[config.mk]
export PLATFORM = sky130hd
export DESIGN_NAME = dual_oneshot
export DESIGN_NICKNAME = d
export VERILOG_FILES = /design/src/rtl/oneshot_pkg.sv /design/src/rtl/oneshot_edge_qual.sv /design/src/rtl/oneshot_timer.sv /design/src/rtl/oneshot_channel.sv /design/src/rtl/dual_oneshot.sv
export SDC_FILE = /design/constraint.sdc
export NUM_CORES = 1
export LEC_CHECK = 0
export ABC_AREA = 1
export BUFFER_PORTS_ARGS = -buffer_cell sky130_fd_sc_hd__buf_2
export CAP_MARGIN = 15
export CORE_MARGIN = 3
export CORE_UTILIZATION = 58
export DETAILED_ROUTE_END_ITERATION = 10
export PLACE_DENSITY_LB_ADDON = 0.3
export SYNTH_ARGS = -nofsm -noshare
export SYNTH_HDL_FRONTEND = slang
export SYNTH_SLANG_ARGS = --single-unit
[constraint.sdc]
create_clock -name clk -period 3.25 [get_ports clk]
set_input_delay 0.8125 -clock clk [delete_from_list [all_inputs] [get_ports clk]]
set_output_delay 0.8125 -clock clk [all_outputs]
set_load 0.02 [all_outputs]
[src/rtl/oneshot_pkg.sv]
package oneshot_pkg;

  typedef struct packed {
    logic rise;
    logic fall;
    logic clr_n;
  } edge_hist_t;

  localparam edge_hist_t HIST_RESET = '{rise: 1'b1, fall: 1'b0, clr_n: 1'b0};

  function automatic logic qualified_fire(
    input edge_hist_t prev,
    input logic       rise_now,
    input logic       fall_now,
    input logic       clr_n_now
  );
    logic rise_ok;
    logic fall_ok;
    rise_ok = rise_now && !prev.rise && fall_now;
    fall_ok = !fall_now && prev.fall && !rise_now;
    return clr_n_now && prev.clr_n && (rise_ok || fall_ok);
  endfunction

endpackage

[src/rtl/oneshot_edge_qual.sv]
module oneshot_edge_qual
  import oneshot_pkg::*;
(
  input  logic clk,
  input  logic rst,
  input  logic clr_n,
  input  logic trig_rise,
  input  logic trig_fall,
  output logic fire
);

  edge_hist_t hist;

  always_ff @(posedge clk) begin
    if (rst) begin
      hist <= HIST_RESET;
    end else begin
      hist.rise  <= trig_rise;
      hist.fall  <= trig_fall;
      hist.clr_n <= clr_n;
    end
  end

  always_comb fire = qualified_fire(hist, trig_rise, trig_fall, clr_n);

endmodule

[src/rtl/oneshot_timer.sv]
module oneshot_timer #(
  parameter int CNT_W = 16
) (
  input  logic             clk,
  input  logic             rst,
  input  logic             clr_n,
  input  logic             fire,
  input  logic             retrig,
  input  logic [CNT_W-1:0] period,
  output logic             q,
  output logic             q_n
);

  localparam logic [CNT_W-1:0] ZERO = '0;
  localparam logic [CNT_W-1:0] ONE  = {{(CNT_W-1){1'b0}}, 1'b1};

  logic [CNT_W-1:0] remain;
  logic [CNT_W-1:0] remain_nxt;
  logic             q_nxt;
  logic             load;

  always_comb begin
    load       = fire && (period != ZERO) && (retrig || !q);
    q_nxt      = q;
    remain_nxt = remain;
    if (!clr_n) begin
      q_nxt      = 1'b0;
      remain_nxt = ZERO;
    end else if (load) begin
      q_nxt      = 1'b1;
      remain_nxt = period - ONE;
    end else if (q) begin
      if (remain == ZERO) begin
        q_nxt = 1'b0;
      end else begin
        remain_nxt = remain - ONE;
      end
    end
  end

  always_ff @(posedge clk) begin
    if (rst) begin
      q      <= 1'b0;
      q_n    <= 1'b1;
      remain <= ZERO;
    end else begin
      q      <= q_nxt;
      q_n    <= ~q_nxt;
      remain <= remain_nxt;
    end
  end

endmodule

[src/rtl/oneshot_channel.sv]
module oneshot_channel #(
  parameter int CNT_W = 16
) (
  input  logic             clk,
  input  logic             rst,
  input  logic             clr_n,
  input  logic             trig_rise,
  input  logic             trig_fall,
  input  logic             retrig,
  input  logic [CNT_W-1:0] period,
  output logic             q,
  output logic             q_n
);

  logic fire;

  oneshot_edge_qual u_qual (
    .clk       (clk),
    .rst       (rst),
    .clr_n     (clr_n),
    .trig_rise (trig_rise),
    .trig_fall (trig_fall),
    .fire      (fire)
  );

  oneshot_timer #(.CNT_W(CNT_W)) u_timer (
    .clk    (clk),
    .rst    (rst),
    .clr_n  (clr_n),
    .fire   (fire),
    .retrig (retrig),
    .period (period),
    .q      (q),
    .q_n    (q_n)
  );

endmodule

[src/rtl/dual_oneshot.sv]
module dual_oneshot #(
  parameter int NUM_CH = 2,
  parameter int CNT_W  = 16
) (
  input  logic                    clk,
  input  logic                    rst,
  input  logic [NUM_CH-1:0]       clr_n,
  input  logic [NUM_CH-1:0]       trig_rise,
  input  logic [NUM_CH-1:0]       trig_fall,
  input  logic [NUM_CH-1:0]       retrig,
  input  logic [NUM_CH*CNT_W-1:0] period,
  output logic [NUM_CH-1:0]       q,
  output logic [NUM_CH-1:0]       q_n
);

  for (genvar i = 0; i < NUM_CH; i++) begin : g_ch
    oneshot_channel #(.CNT_W(CNT_W)) u_ch (
      .clk       (clk),
      .rst       (rst),
      .clr_n     (clr_n[i]),
      .trig_rise (trig_rise[i]),
      .trig_fall (trig_fall[i]),
      .retrig    (retrig[i]),
      .period    (period[CNT_W*i +: CNT_W]),
      .q         (q[i]),
      .q_n       (q_n[i])
    );
  end

endmodule

==> results of run 1 <==
==> path summary, 6_finish.rpt <==
kind / to
hold / removal: g_ch[1].u_ch.u_timer.remain[4]
setup / recovery: g_ch[0].u_ch.u_timer.remain[6]
setup reg to reg: g_ch[0].u_ch.u_timer.remain[6]
hold reg to reg: g_ch[1].u_ch.u_timer.remain[4]
==> power by group <==
part	switching (W)	internal [W]
logic	0.000103	0.0000645
clock network	0.000199	0.000230
registers	0.00000301	0.000520
total	0.000304	0.000815
==> cells in the mapped netlist <==
library cell / number
mux2_2: 1
a21oi_4: 1
xor2_1: 1
nor3_2: 2
clkinv_1: 1
o22ai_1: 2
o221ai_1: 1
nor2_1: 51
nand2_2: 14
o21ai_0: 24
nor4_1: 8
nand3_2: 3
a21oi_2: 1
nor3_1: 1
ha_1: 2
a31oi_1: 2
nand3b_1: 18
nand4_1: 11
nand2_4: 2
o21ai_1: 5
a21oi_1: 7
nand2_1: 183
o211ai_1: 3
buf_2: 8
o31ai_1: 1
nand3_1: 63
buf_4: 5
inv_1: 87
clkbuf_1: 5
buf_6: 5
nor2_4: 7
nor2_2: 1
dfxtp_1: 42
xnor2_1: 1
inv_2: 3
==> stage by stage <==
stage	area (sq um)	std cells	utilization, %
CTS	3680	680	66.4
finish	3680	680	66.4
detailed placement	3560	672	64.3
floorplan	3360	572	-
global placement	3560	672	64.3
global route	3680	680	66.4
==> flip-flops by register name (all words and copies together) (netlist names) <==
name / count
g_ch.u_ch.u_timer.remain: 32
g_ch.u_ch.u_timer.q: 2
g_ch.u_ch.u_qual.hist: 6
g_ch.u_ch.u_timer.q_n: 2
==> kinds of logic (layout without fill, tap and decap cells) <==
family          after synthesis  count (layout)
simple gates                364             364
mux                           1               1
flops                        42              42
fa+ha+maj                     2               2
compound gates               47              47
xor+xnor                      2               2
buf+inv                     114             150
==> critical path: stages <==
cell	delay [ps]
buf_2	110
nor2_1	100
nand2_1	60
nor2_1	90
nand2_1	110
nand2_4	210
inv_1	120
nand2_1	70
nand2_1	140
inv_1	90
ha_1	190
nand3_2	120
nor3_2	260
inv_1	80
nand2_1	60
nand3_1	60
nand3_1	70
inv_1	40
==> metal layers <==
metal  up-vias  wire (microns)  global-route usage [%]
met4         0             200                    11.8
met5         -               0                       0
met2       152            4270                    48.9
li1       1877               -                       -
met3        25             537                    4.06
met1      1605            3630                    31.9
==> layout by cell type (no fill, tap or decap), drive strengths merged, types with 2 or more instances in the layout <==
master  count
buf        51
nor4        8
o21ai      29
nand2     199
a31oi       2
o211ai      3
clkinv      2
nand3b     18
inv        91
nor3        3
o22ai       2
nand4      11
dfxtp      42
ha          2
nand3      66
a21oi       9
clkbuf      5
nor2       59
==> cell type report <==
cell class | count | area share (%)
inverter | 91 | 9.29
sequential | 42 | 22.9
timing repair buffer | 51 | 7.35
multi-input combinational | 416 | 55.0
clock inverter | 3 | 1.19
clock buffer | 5 | 1.87
tap | 72 | 2.45
==> results by group, run 1 <==
Logic synthesis
  – Net Count, Synth: 616
  – Synth top area cells: dfxtp_1, nand2_1, inv_1
  – Sequential area share after synthesis: between 20% and 30%
  – Netlist Area Pre-Place: 3360 sq um
  – Yosys Warn Count: 0
  – Yosys top cell by area: dfxtp_1
  – Mapped Cells: about 570
  – Avg Cell Area, Syn: 5.87 sq um
  – Register bit count reported by yosys: 42
  – Proportion of netlist area held by the largest area contributor: approximately a quarter
  – Synth Area in Simple Gates: approximately half
  – Count of different cell masters after synthesis: 35
  – Compound-gate portion of the synthesized area: between 8 and 9%
  – Synth Area in Adders: less than 1%
  – Largest family of logic cells by synthesized area: simple AND/OR/NAND/NOR gates
  – Multiplexer share of the synthesized area: 0.336%
  – Synth Area in XOR/XNOR: less than 1%

Floorplan
  – Starting Density: 60.6%
  – Die Y: about 82 microns
  – # IOs: 46
  – Standard-cell rows: 27
  – Die W: about 82 microns
  – Core Area: 5540 sq um
  – DIE AREA: 6730 sq um

Final layout
  – Register area: 841 sq um
  – Number of fill cells: about 550
  – Multi-input combinational cell area: roughly 2000 sq um
  – Synth-to-Final Area Change: 9.55%
  – Layout cells sized above 1: between 10% and 20%
  – N_diodes: 0
  – Nets: about 650

STA
  – WHS: ~500 ps
  – Setup-failing EPs final: 0
  – Worst relative slew slack: 67.7%
  – Fmax: 385 MHz
  – Unrepaired setup endpoints after global routing: false
  – Setup Skew: between 4 and 5 ps
  – Final WS setup: between 600 and 700 ps
  – Post-route clock period utilization: 79.8%
  – Min Tclk post-route: 2590 ps
  – Final hold viol count: 0
  – TNS Setup: 0 ps
  – Worst-Margin Slew: 480 ps
  – Slew Viols, Final: 0

Clock tree
  – Cts repair resizes: 0
  – Cts-stage hold buffer count: 0
  – CTS tree: built
  – Clock slew at reported path FFs: 90 ps
  – H-tree depth: 2
  – Clock sinks: between 40 and 50
  – Clk root buf: clkbuf_8
  – CTS max path bufs: 2
  – Post-CTS Setup Bufs: 0
  – Skew-Pair Late Insertion Delay: 300 ps
  – CTS Buf Count: 5

Power and ir drop
  – Leak: roughly 2.2 nW
  – Total Power: 0.00112 W
  – Peak supply drop: 237 uV
  – Pwr/cell area: 305 nW/um^2

Critical path
  – Reg-to-reg startpoint: g_ch[0].u_ch.u_qual.hist[2]
  – Reg2Reg Setup Slack: 1050 ps
  – Critical path launch point: period[12]
  – CP Class: in2reg
  – Worst setup EP type: flop
  – Worst r2r path cells: 15
  – Arrival time at the worst endpoint: 2800 ps
  – Crit start category: input pin
  – Crit path required time: between 3000 and 4000 ps
  – Critical path fanouts, max: 25

Drt
  – Routed vias: between 3000 and 4000
  – DRT iter0 DRCs: 201
  – Routed WL: roughly 8.6 mm
  – Drt drc: 0
  – Routed WL per cell: approximately 13 microns
  – Detail Route Antenna Nets: 0
  – Via-per-instance ratio: 5.38
  – TritonRoute pass-1 iters: 5

Job
  – Max Cap Viol: 0

Global route
  – GR Util All Layers: 27.3%
  – Vias in the first global route: ~3400
  – Pin count of the biggest net entering global routing: 28
  – GRT overflow: 0
  – Antenna violations before repair: 0
  – Global-route wire length before repair: 14.5 mm

Placement
  – Placer Congestion: approximately 0.96
  – I/O Buffers: 45
  – Final HPWL DP: 6.65 mm
  – Place WS: 343 ps

Worst hold path
  – Worst hold path depth: 2
  – Min-delay src: g_ch[1].u_ch.u_timer.remain[4]
  – Hold Crit Class: reg2reg

Status
  – Run status: complete, no violations
Power figures use the tool's default switching activity.
==> inputs of run 2 (changes only) <==
Settings changed: ABC_AREA 1 to 0, CORE_UTILIZATION 58 to 51.
Clock period 3.25 ns to 2.1 ns, I/O delays scaled along.
==> results by group, run 2 <==
Status
  – Run status: finished with violations
  – Failing checks: negative setup slack

Clock tree
  – H-tree depth: 2
  – Clk root buf: clkbuf_8
  – CTS tree: built
  – Clock sinks: 42
  – CTS max path bufs: 2
  – Cts-stage hold buffer count: 0
  – Skew-Pair Late Insertion Delay: 320 ps
  – CTS Buf Count: 5
  – Clock slew at reported path FFs: 110 ps

Global route
  – GRT overflow: 0
  – Global routing's busiest layer: met2
  – Pin count of the biggest net entering global routing: 22
  – Vias in the first global route: 3076
  – Global Route met3 Usage: approximately 4.6%
  – GR Util All Layers: 29.3%
  – GR Util met1: 36.3%
  – Global-route wire length before repair: 14.4 mm
  – Antenna violations before repair: 0
  – GRT met2 Usage: 51.8%

Drt
  – Routed WL per cell: about 24 microns
  – Routed WL: 12.7 mm
  – Drt drc: 0
  – Detail Route Antenna Nets: 0
  – Routed vias: 3693
  – Via-per-instance ratio: 6.90
  – TritonRoute pass-1 iters: 6
  – DRT iter0 DRCs: approximately 500

Floorplan
  – Die Y: 78.1 microns
  – Core Area: around 4900 sq um
  – # IOs: 46
  – DIE AREA: 6100 sq um
  – Die W: a little under 80 microns
  – Starting Density: between 50% and 60%
  – Standard-cell rows: 25

Placement
  – Final HPWL DP: between 6 and 7 mm
  – I/O Buffers: 45
  – Post-place instance area: 3620 sq um
  – Placer Congestion: 0.924

Power and ir drop
  – P_int: 0.00133 W
  – Combinational Power Share: 18.6%
  – Clock power share: between 30% and 40%
  – Peak supply drop: 843 uV
  – Leak: ~1.7 nW
  – Pwr/cell area: 420 nW/um^2
  – Sw Ratio: 28.3%
  – Psw: 0.000524 W
  – Sequential share of power: 43.8%

Critical path
  – Arrival time at the worst endpoint: 3150 ps
  – Reg2Reg Setup Slack: -830 ps
  – Worst setup EP type: flop
  – Slowest-stage cell, CP: or4_4
  – Crit path to: g_ch[0].u_ch.u_timer.remain[8]
  – CP Class: in2reg
  – Critical path launch point: trig_rise[0]
  – Reg-to-reg startpoint: g_ch[0].u_ch.u_qual.hist[1]
  – R2r endpoint: g_ch[0].u_ch.u_timer.remain[8]
  – Crit path required time: 2290 ps
  – Critical path fanouts, max: 4
  – Crit-path max cell delay: 430 ps
  – Crit-path cells: buf_6 -> or3b_4 -> a221oi_4 -> o21a_4 -> mux2i_1 -> ha_2 -> nand2_4 -> a21o_1 -> or4_4 -> xor2_1 -> a21oi_1
  – Crit start category: input pin
  – Worst r2r path cells: 10

Logic synthesis
  – Netlist Area Pre-Place: between 2000 and 3000 sq um
  – Proportion of netlist area held by the largest area contributor: approximately a third
  – Main synth FF type: dfxtp_1
  – Count of different cell masters after synthesis: 59
  – Most common library cells after synthesis: dfxtp_1, nor2_1, nor3_1
  – Avg Cell Area, Syn: just over 8 sq um
  – Synth top area cells: dfxtp_1, xnor2_1, xor2_1
  – Post-synth EDFFs: 0
  – Net Count, Synth: 369
  – Sequential area share after synthesis: 31.7%
  – Yosys Warn Count: 0
  – Async S/R FF share, synth: 0%
  – Top-count cell post-synth: dfxtp_1
  – Yosys top cell by area: dfxtp_1
  – Mapped Cells: 325
  – Register bit count reported by yosys: 42

Final layout
  – Top reg by flops: g_ch.u_ch.u_timer.remain
  – Multi-input combinational cell area: 2210 sq um
  – Max reg flops: 32
  – Largest regs: g_ch.u_ch.u_timer.remain (32), g_ch.u_ch.u_qual.hist (6)
  – Synth-to-Final Area Change: 66.2%
  – Fin util: 90.4%
  – Number of fill cells: approximately 190
  – Most common cell after layout, fill and taps aside: buf_4
  – Nets: 511
  – Layout cells sized above 1: 50.6%
  – Register area: between 800 and 900 sq um
  – Most frequent cells in the layout: buf_4, buf_2, dfxtp_1
  – Final Cell Area: 4410 sq um
  – N_diodes: 0

Job
  – Max Cap Viol: 0

Worst hold path
  – Min-delay src: trig_rise[1]
  – Hold Crit Class: in2reg

STA
  – Setup Skew: 18.0 ps
  – Fmax: 338 MHz
  – Final WS setup: -855 ps
  – Slew Viols, Final: 0
  – Post-route clock period utilization: 141%
  – Setup-failing EPs final: 24
  – Worst relative slew slack: a little under two thirds
  – Unrepaired setup endpoints after global routing: true
  – TNS Setup: -9490 ps
  – WHS: 450 ps
  – Worst-Margin Slew: 544 ps
  – Final hold viol count: 0
  – Min Tclk post-route: 2960 ps
[run 2: cell types whose count changed in the layout (fill, tap and decap cells not counted), sizes merged, moves of 16 or more]
cell	delta
xnor2	+21
nor3	+21
nor2	-32
nand2	-180
buf	+96
xor2	+17
inv	-82
nand3	-61
nand3b	-16
[run 2: cell families (layout without fill, tap and decap cells)]
family | after synthesis | in the layout | share of synthesized area, %
AO/OA/AOI/OAI | 86 | 86 | 22.4
adder cells (fa/ha/maj) | 2 | 2 | 0.943
XOR/XNOR | 40 | 40 | 13.2
multiplexers | 5 | 5 | 1.89
flip-flops | 42 | 42 | 31.7
AND/OR/NAND/NOR | 129 | 129 | 25.8
buffers and inverters | 21 | 164 | 4.01
[run 2: metrics by stage]
| step | power [W] | cells | setup WS [ps] |
|---|---|---|---|
| 2_1_floorplan | 0.000930 | 325 | -999 |
| 3_3_place_gp | 0.00108 | 505 | -867 |
| 3_5_place_dp | 0.00109 | 505 | -999 |
| 4_1_cts | 0.00176 | 518 | -664 |
| 5_1_grt | 0.00188 | 535 | -901 |
| 6_report | 0.00185 | 535 | -855 |
[run 2: routing by layer]
metal  routed length (microns)  vias to the layer above
met5                         0                        -
met4                      1030                        0
met3                      1500                      124
met2                      5730                      350
met1                      4430                     1719
li1                          -                     1500
[run 2: how the worst min path moves through the flow]
| stage | to | slack, ps | depth (start not counted) |
|---|---|---|---|
| 5_1_grt | g_ch[1].u_ch.u_qual.hist[2] | 460 | 2 |
| 6_report | g_ch[1].u_ch.u_qual.hist[2] | 450 | 2 |
| 4_1_cts | g_ch[0].u_ch.u_qual.hist[1] | 430 | 2 |
| 3_5_place_dp | g_ch[0].u_ch.u_timer.remain[15] | 520 | 2 |
| 3_3_place_gp | g_ch[0].u_ch.u_timer.remain[15] | 470 | 2 |
| 2_1_floorplan | g_ch[0].u_ch.u_timer.remain[15] | 450 | 2 |
[run 2: power by group through the flow]
stage          logic (W)  registers, W  clock network (W)
2_1_floorplan   0.000103      0.000828                  0
3_3_place_gp    0.000250      0.000828                  0
3_5_place_dp    0.000257      0.000828                  0
4_1_cts         0.000273      0.000810           0.000679
5_1_grt         0.000359      0.000812           0.000710
6_report        0.000344      0.000811           0.000695
[run 2: layout make-up]
class	instances	area share, %
clock buffer	5	1.56
clock inverter	3	1.11
inverter	8	0.681
multi-input combinational	262	50.2
sequential	42	19.1
tap	67	1.90
timing repair buffer	148	25.4
[run 2: worst max-delay path, delay by kind of cell]
kind | cells | cell delay (ps)
AOI/OAI and AO/OA | 4 | 870
xor gates and xnor gates | 1 | 250
adders and majority gates | 1 | 280
buffers and inverters | 1 | 90
muxes | 1 | 230
and+or+nand+nor | 3 | 910
[run 2: timing repair]
action                                  in CTS  in global routing
buffers inserted                             5                 17
endpoints found under the setup margin      17                 26
gates resized for setup                     32                 73
cloned                                       0                  2
pin swaps                                   18                 27
hold endpoints to repair                     0                  0
==> inputs of run 3 (changes only) <==
Settings changed: SETUP_SLACK_MARGIN set to 0.02.
==> results by group, run 3 (synthesized netlist as in run 2, its figures left out) <==
Critical path
  – R2r endpoint: g_ch[0].u_ch.u_timer.remain[10]
  – Reg2Reg Setup Slack: -690 ps
  – Reg-to-reg startpoint: g_ch[0].u_ch.u_qual.hist[1]
  – Worst setup EP type: flop
  – Arrival time at the worst endpoint: 3020 ps
  – Critical path launch point: trig_rise[0]
  – Crit path required time: 2330 ps
  – Worst r2r path cells: 10
  – Critical path fanouts, max: 3
  – Crit start category: input pin
  – CP Class: in2reg

Drt
  – Routed vias: 3509
  – Routed WL per cell: 21.2 microns
  – Detail Route Antenna Nets: 0
  – Drt drc: 0
  – TritonRoute pass-1 iters: 6
  – Routed WL: between 10 and 15 mm
  – DRT iter0 DRCs: 540
  – Via-per-instance ratio: 6.68

Global route
  – GRT overflow: 0
  – Pin count of the biggest net entering global routing: 15
  – Global-route wire length before repair: 14.9 mm
  – GR Util All Layers: 30.4%
  – Vias in the first global route: 3224
  – Antenna violations before repair: 0

STA
  – Setup Skew: roughly 10 ps
  – Slew Viols, Final: 0
  – Worst relative slew slack: 60.9%
  – Unrepaired setup endpoints after global routing: true
  – WHS: 414 ps
  – Fmax: approximately 360 MHz
  – Final hold viol count: 0
  – Post-route clock period utilization: 133%
  – Final WS setup: -691 ps
  – TNS Setup: -7760 ps
  – Worst-Margin Slew: 586 ps
  – Min Tclk post-route: about 2800 ps
  – Setup-failing EPs final: 20

Worst hold path
  – Worst hold path depth: 2
  – Hold path endpoint: g_ch[0].u_ch.u_qual.hist[1]
  – Min-delay src: rst
  – Hold Crit Class: in2reg

Floorplan
  – # IOs: 46
  – Standard-cell rows: 25
  – Core Area: ~4900 sq um
  – DIE AREA: 6100 sq um
  – Starting Density: a little over half
  – Die Y: 78.1 microns
  – Die W: 78.1 microns

Placement
  – Placed insts: ~510
  – Final HPWL DP: 6.20 mm
  – I/O Buffers: 45
  – Placer Congestion: 0.933

Final layout
  – Fin util: 84.1%
  – Layout cells sized above 1: 46.3%
  – Most common cell after layout, fill and taps aside: buf_4
  – Max reg flops: 32
  – Synth-to-Final Area Change: 54.7%
  – Top reg by flops: g_ch.u_ch.u_timer.remain
  – Largest regs: g_ch.u_ch.u_timer.remain (32), g_ch.u_ch.u_qual.hist (6)
  – N_diodes: 0
  – Post-Layout Cell Count: 525
  – Nets: 501
  – Most frequent cells in the layout: buf_4, buf_2, dfxtp_1

Clock tree
  – H-tree depth: 2
  – Cts-stage hold buffer count: 0
  – Clk root buf: clkbuf_8
  – CTS tree: built
  – Skew-Pair Late Insertion Delay: between 300 and 400 ps
  – CTS Buf Count: 5
  – CTS max path bufs: 2
  – Clock slew at reported path FFs: around 90 ps
  – Clock sinks: 42

Power and ir drop
  – Pwr/cell area: around 440 nW/um^2
  – Peak supply drop: around 560 uV
  – Leak: 1.64 nW

Job
  – Max Cap Viol: 0

Status
  – Run status: finished with violations
  – Failing checks: negative setup slack
run 3: cell count changes in the layout (fill, tap and decap cells not counted), moves of 3 or more:
cell / before / now
buf_4: 80 / 85
buf_6: 24 / 10
a211oi_2: 7 / 4
nor2_2: 1 / 4
run 3: final cells by class:
type                            count  area (sq um)
Sequential cell                    42           843
Clock inverter                      3          43.8
Multi-Input combinational cell    262          2060
Clock buffer                        5          68.8
Timing Repair Buffer              138           972
Tap cell                           67          83.8
Inverter                            8          30.0
Fill cell                         275           777
run 3: worst max-delay path by stage:
stage,endpoint,cells after the start,slack (ps)
6_report,g_ch[0].u_ch.u_timer.remain[10],11,-690
3_3_place_gp,g_ch[0].u_ch.u_timer.remain[8],11,-830
3_5_place_dp,g_ch[0].u_ch.u_timer.remain[10],11,-930
4_1_cts,g_ch[0].u_ch.u_timer.remain[8],11,-580
2_1_floorplan,g_ch[0].u_ch.u_timer.remain[10],11,-1000
5_1_grt,g_ch[0].u_ch.u_timer.remain[10],10,-800
run 3: repair_timing:
item,in CTS,in global routing
hold endpoints to repair,0,0
gates cloned,0,1
buffers inserted,7,8
resized for setup,27,33
pin swaps,21,23
setup endpoints to repair,18,28
run 3: worst max-delay path: stages:
cell      delay (ps)
buf_6             90
or3b_4           390
a221oi_4         240
o21a_1           230
mux2i_1          210
ha_2             260
nand3b_1         130
or4_4            460
xnor2_2          170
nor2_1            90
a211oi_2         220
run 3: per-stage QoR:
step,power [W],cell area (sq um),worst slack [ps]
after floorplan,0.000930,2790,-999
after global placement,0.00108,3610,-833
after detailed placement,0.00109,3610,-927
after CTS,0.00174,3890,-582
after global routing,0.00186,4100,-801
final,0.00180,4100,-691
run 3: report_power, final:
| part | switching (W) | internal, W | leakage, nW |
|---|---|---|---|
| Clock | 0.000324 | 0.000357 | 0.0585 |
| Sequential | 0.00000550 | 0.000805 | 0.341 |
| Combinational | 0.000165 | 0.000148 | 1.24 |
run 3: metal layers:
| layer | global-route usage, % | up-vias | routed length [microns] |
|---|---|---|---|
| met5 | 0 | - | 0 |
| met4 | 12.6 | 0 | 736 |
| met3 | 5.96 | 99 | 1180 |
| met2 | 52.8 | 341 | 5220 |
| met1 | 36.4 | 1595 | 3970 |
| li1 | - | 1474 | - |
